**src/rtl/fetag_pkg.sv**
```systemverilog
package fetag_pkg;

  typedef enum logic [2:0] {
    OP_LOAD        = 3'd0,
    OP_STORE       = 3'd1,
    OP_TAKE        = 3'd2,
    OP_PUT         = 3'd3,
    OP_TAKE_PROBE  = 3'd4,
    OP_PUT_PROBE   = 3'd5,
    OP_CHKE        = 3'd6,
    OP_CHKE_PROBE  = 3'd7
  } feOp_e;

  // strobes from control to datapath
  typedef struct packed {
    logic writeWord;
    logic setTag;
    logic clrTag;
    logic fail;
    logic raiseTrap;
  } feStrobe_t;

endpackage

```
**src/rtl/fetag_ctrl.sv**
```systemverilog
module fetag_ctrl
  import fetag_pkg::*;
(
  input  logic       reqValid,
  input  logic [2:0] reqOp,
  input  logic       curTag,
  output feStrobe_t  strb
);

  feOp_e opDec;
  logic  probeForm;

  assign opDec     = feOp_e'(reqOp);
  assign probeForm = (opDec == OP_TAKE_PROBE) || (opDec == OP_PUT_PROBE) ||
                     (opDec == OP_CHKE_PROBE);

  always_comb begin
    strb = '0;
    if (reqValid) begin
      unique case (opDec)
        OP_LOAD: ;
        OP_STORE: strb.writeWord = 1'b1;
        OP_TAKE, OP_TAKE_PROBE: begin
          if (curTag) strb.clrTag = 1'b1;
          else        strb.fail   = 1'b1;
        end
        OP_PUT, OP_PUT_PROBE: begin
          if (!curTag) begin
            strb.writeWord = 1'b1;
            strb.setTag    = 1'b1;
          end else begin
            strb.fail = 1'b1;
          end
        end
        OP_CHKE, OP_CHKE_PROBE: begin
          if (curTag) strb.fail = 1'b1;
        end
        default: ;
      endcase
      strb.raiseTrap = strb.fail && !probeForm;
    end
  end

endmodule

```
**src/rtl/fetag_dpath.sv**
```systemverilog
module fetag_dpath
  import fetag_pkg::*;
#(
  parameter int DATA_W = 16,
  parameter int ADDR_W = 4
) (
  input  logic              clk,
  input  logic              rst,
  input  logic              reqValid,
  input  logic [ADDR_W-1:0] reqAddr,
  input  logic [DATA_W-1:0] reqWdata,
  input  feStrobe_t         strb,
  output logic              curTag,
  output logic              rspValid,
  output logic [DATA_W-1:0] rspData,
  output logic              rspTag,
  output logic              rspTrap,
  output logic              rspOk
);

  localparam int DEPTH = 1 << ADDR_W;

  logic [DATA_W-1:0] words [DEPTH];
  logic              tags  [DEPTH];
  logic [DATA_W-1:0] rdWord;

  assign rdWord = words[reqAddr];
  assign curTag = tags[reqAddr];

  always_ff @(posedge clk) begin
    if (strb.writeWord) words[reqAddr] <= reqWdata;
  end

  for (genvar g = 0; g < DEPTH; g++) begin : gTag
    always_ff @(posedge clk) begin
      if (rst) begin
        tags[g] <= 1'b0;
      end else if (reqAddr == ADDR_W'(g)) begin
        if (strb.setTag)      tags[g] <= 1'b1;
        else if (strb.clrTag) tags[g] <= 1'b0;
      end
    end
  end

  always_ff @(posedge clk) begin
    if (rst) begin
      rspValid <= 1'b0;
      rspData  <= '0;
      rspTag   <= 1'b0;
      rspTrap  <= 1'b0;
      rspOk    <= 1'b0;
    end else begin
      rspValid <= reqValid;
      rspData  <= rdWord;
      rspTag   <= curTag;
      rspTrap  <= strb.raiseTrap;
      rspOk    <= reqValid && !strb.fail;
    end
  end

endmodule

```
**src/rtl/fetag_mem.sv**
```systemverilog
module fetag_mem
  import fetag_pkg::*;
#(
  parameter int DATA_W = 16,
  parameter int ADDR_W = 4
) (
  input  logic              clk,
  input  logic              rst,
  input  logic              reqValid,
  input  logic [2:0]        reqOp,
  input  logic [ADDR_W-1:0] reqAddr,
  input  logic [DATA_W-1:0] reqWdata,
  output logic              rspValid,
  output logic [DATA_W-1:0] rspData,
  output logic              rspTag,
  output logic              rspTrap,
  output logic              rspOk
);

  feStrobe_t strb;
  logic      curTag;

  fetag_ctrl u_ctrl (
    .reqValid (reqValid),
    .reqOp    (reqOp),
    .curTag   (curTag),
    .strb     (strb)
  );

  fetag_dpath #(.DATA_W(DATA_W), .ADDR_W(ADDR_W)) u_dpath (
    .clk      (clk),
    .rst      (rst),
    .reqValid (reqValid),
    .reqAddr  (reqAddr),
    .reqWdata (reqWdata),
    .strb     (strb),
    .curTag   (curTag),
    .rspValid (rspValid),
    .rspData  (rspData),
    .rspTag   (rspTag),
    .rspTrap  (rspTrap),
    .rspOk    (rspOk)
  );

endmodule

```
**config.mk**
```make
export PLATFORM = sky130hd
export DESIGN_NAME = fetag_mem
export DESIGN_NICKNAME = d
export VERILOG_FILES = /design/src/rtl/fetag_pkg.sv /design/src/rtl/fetag_ctrl.sv /design/src/rtl/fetag_dpath.sv /design/src/rtl/fetag_mem.sv
export SDC_FILE = /design/constraint.sdc
export NUM_CORES = 1
export LEC_CHECK = 0
export CORE_MARGIN = 2
export CORE_UTILIZATION = 50
export CTS_CLUSTER_SIZE = 12
export DETAILED_ROUTE_END_ITERATION = 8
export HOLD_SLACK_MARGIN = 0.03
export PLACE_DENSITY = 0.72
export SETUP_SLACK_MARGIN = 0.15
export SLEW_MARGIN = 0
export SYNTH_ARGS = -nofsm -noshare
export SYNTH_HDL_FRONTEND = slang
export SYNTH_HIERARCHICAL = 1
export SYNTH_SLANG_ARGS = --single-unit
```
**constraint.sdc**
```tcl
create_clock -name clk -period 12.22 [get_ports clk]
set_input_delay 3.666 -clock clk [delete_from_list [all_inputs] [get_ports clk]]
set_output_delay 3.666 -clock clk [all_outputs]
set_load 0.05 [all_outputs]
```
==> impl_metrics.env <==
export IMPL_fin_cells=959
export IMPL_max_freq_mhz=148
export IMPL_hold_start="u_dpath/words[10][6]"
export IMPL_drcViolationCount=0
export IMPL_dp_hpwl_um=15100
export IMPL_synth_top_area_share=0.718
export IMPL_regArea_um2=8570
export IMPL_port_buffers=45
export IMPL_vdd_drop_max_mv=0.121
export IMPL_synthTopCellsByArea="edfxtp_1 (72%), mux4_2 (7.5%), dfxtp_1 (3.5%)"
export IMPL_fin_crit_sh=0.553
export IMPL_cts_hold_fix_buffers=0
export IMPL_relSlewSlack=0.327
export IMPL_async_flop_share=0
export IMPL_r2r_start="u_dpath/tags[11]"
export IMPL_core_area_um2=22500
export IMPL_ys_ff_latch=292
export IMPL_worst_endpoint_arrival_ps=6920
export IMPL_grt_pass1_wl_um=36200
export IMPL_min_path_cells=3
export IMPL_fp_dieH_um=155
export IMPL_syn_num_nets=623
export IMPL_grt_total_usage=0.207
export IMPL_cp_common_cell="mux2i_1"
export IMPL_critical_path_max_stage_delay_ps=840
export IMPL_clock_latency_ps=550
export IMPL_ant_nets=0
export IMPL_grt_ovfl_total=0
export IMPL_initial_core_util=0.505
export IMPL_crit_slowest_cell="clkdlybuf4s50_1"
export IMPL_synth_flop_cell="edfxtp_1"
export IMPL_die_area_um2=24000
export IMPL_cts_setup_buffers=0
export IMPL_pre_cts_ws_ps=4950
export IMPL_netlist_area_um2=11400
export IMPL_pwr_density_cell_nw_per_um2=158
export IMPL_status="finished clean"
export IMPL_drt_total_wl_um=24500
export IMPL_endpoint_kind="register"
export IMPL_via_per_inst=6.12
export IMPL_vias=5873
export IMPL_placed_area_um2=12100
export IMPL_setup_tns_ps=0
export IMPL_synth_top_area_cell="edfxtp_1"
export IMPL_grt_pass1_vias=5837
export IMPL_wl_per_cell_um=25.6
export IMPL_num_rows=55
export IMPL_min_to="u_dpath/rspData[6]"
export IMPL_avgSynthCellArea_um2=19.1
export IMPL_clk_pin_slew_worst_paths_ps=60
export IMPL_fin_area_um2=12900
export IMPL_gp_congestion=0.804
export IMPL_syn2layout_area_growth_pct=13.9
export IMPL_antenna_cells=0
export IMPL_drv_cap=0
export IMPL_crit_path_start_kind="input pin"
export IMPL_synth_warnings=6
export IMPL_dr_pass1_iters=5
export IMPL_fin_ws_ps=5470
export IMPL_slew_viol_final=0
export IMPL_finalHoldViolations=0
export IMPL_synth_cell_types=37
export IMPL_die_x_um=155
export IMPL_yosysSeqAreaShare=0.753
export IMPL_layout_drive_gt1_share=0.193
export IMPL_h_tree_depth=1
export IMPL_reg2regPathDepth=7
export IMPL_r2r_slack_ps=8970
export IMPL_critPathTopFamily="simple AND/OR/NAND/NOR gates"
export IMPL_crit_buf_inv=1
export IMPL_fill_cells=1618
export IMPL_rsz0062_at_grt="no"
export IMPL_worstPathRequired_ps=12390
export IMPL_cts_max_path_buffers=3
export IMPL_yosysMostFrequentCell="edfxtp_1"
export IMPL_dp_cells=908
export IMPL_drt_iter0_drc=626
export IMPL_multi_input_area_um2=2590
export IMPL_grt_start_max_net_pins=62
export IMPL_worstReg2RegEnd="u_dpath/words[12][12]"
export IMPL_cts_inserted_buffers=29
export IMPL_cts_tree="done"
export IMPL_antenna_found_initial=0
export IMPL_root_buffer="clkbuf_16"
export IMPL_fin_crit_ps=6750
export IMPL_worstPathCellList="clkdlybuf4s50_1 -> mux4_2 -> mux2i_1 -> mux2i_1 -> maj3_1 -> nor2_1 -> nand3_1 -> nor2_2"
export IMPL_worst_hold_path_type="reg -> reg"
export IMPL_synthTopCellsByCount="edfxtp_1 (272), nor2_1 (39), mux4_2 (38)"
export IMPL_nNetsFinal=681
export IMPL_synth_edf_count=272
export IMPL_cp_max_fo=16
export IMPL_finClkSkew_ps=11.3
export IMPL_cts_sinks=292
export IMPL_worst_hold_slack_ps=724
export IMPL_worstSetupPathType="in -> reg"
export IMPL_setup_viol=0
export IMPL_synthCells=597
export IMPL_tightest_slew_ps=1010
export IMPL_ios=46
export IMPL_cts_resized=0
export IMPL_crit_path_start="reqAddr[3]"
export IMPL_leakagePower_uw=0.00422
-- cell usage in the layout (no fill, tap or decap), drive strengths merged, types with 2 or more instances in the layout --
master	Yosys	final
mux2i	35	35
nor2b	11	11
a22o	16	16
mux2	32	32
nand3	2	2
a21o	6	6
nor3	2	2
o31ai	16	16
dfxtp	20	20
clkdlybuf4s50	0	43
nand2	10	10
nand2b	3	3
nor3b	2	2
clkinv	0	4
o21bai	8	8
a31o	2	2
edfxtp	272	272
clkbuf	7	44
o22ai	16	16
a21oi	3	3
mux4	38	38
or2	2	2
a22oi	17	17
o21ai	2	2
nor2	39	39
buf	29	20
-- power by group --
group | switching (µW) | internal (µW)
Combinational | 88.2 | 49.4
Clock | 342 | 460
Sequential | 3.64 | 1100
Total | 434 | 1610
-- registers in the layout, summed over array words and instances, names as in the netlist --
signal            count
u_dpath/rspTag        1
u_dpath/rspOk         1
u_dpath/rspData      16
u_dpath/tags         16
u_dpath/rspTrap       1
u_dpath/words       256
u_dpath/rspValid      1
-- through the flow --
stage | power (µW) | utilization
finish | 2050 | 0.575
global route | 2110 | 0.575
CTS | 2060 | 0.575
detailed placement | 1270 | 0.537
global placement | 1260 | 0.537
floorplan | 1210 | -
-- worst reg2reg max path, cell delays in order, from the launching register on --
cell and delay (ps):
edfxtp_1 390, mux4_2 490, mux2i_1 230, mux2i_1 220, maj3_1 390, nor2_1 220
nand3_1 210, nor2_2 730
-- per-layer routing --
metal	share of wire	up-vias	track usage
li1	-	2529	-
met1	0.43	3048	0.300
met2	0.47	252	0.327
met5	0	-	0
met3	0.073	44	0.0339
met4	0.027	0	0.0648
-- worst max path at each step --
stage	to	slack, ps	cells past startpoint
floorplan	u_dpath/words[13][0]	5810	8
global placement	u_dpath/words[4][6]	5120	8
CTS	u_dpath/words[12][1]	5510	8
detailed placement	u_dpath/words[12][2]	4950	8
global route	u_dpath/words[12][15]	5180	8
finish	u_dpath/words[12][12]	5470	8
-- cell families after synthesis --
group	Yosys count	synth area share
xor+xnor	2	0.00154
fa+ha+maj	1	0.000880
mux	105	0.138
simple gates	73	0.0299
flops	292	0.753
buf+inv	36	0.0193
compound gates	88	0.0573
-- cell type report --
type,count,share of cell area
Clock buffer,44,0.0604
Clock inverter,6,0.00512
Timing Repair Buffer,63,0.0449
Tap cell,285,0.0275
Multi-Input combinational cell,269,0.200
Sequential cell,292,0.662
No activity file was read; power rests on OpenSTA's default activity.
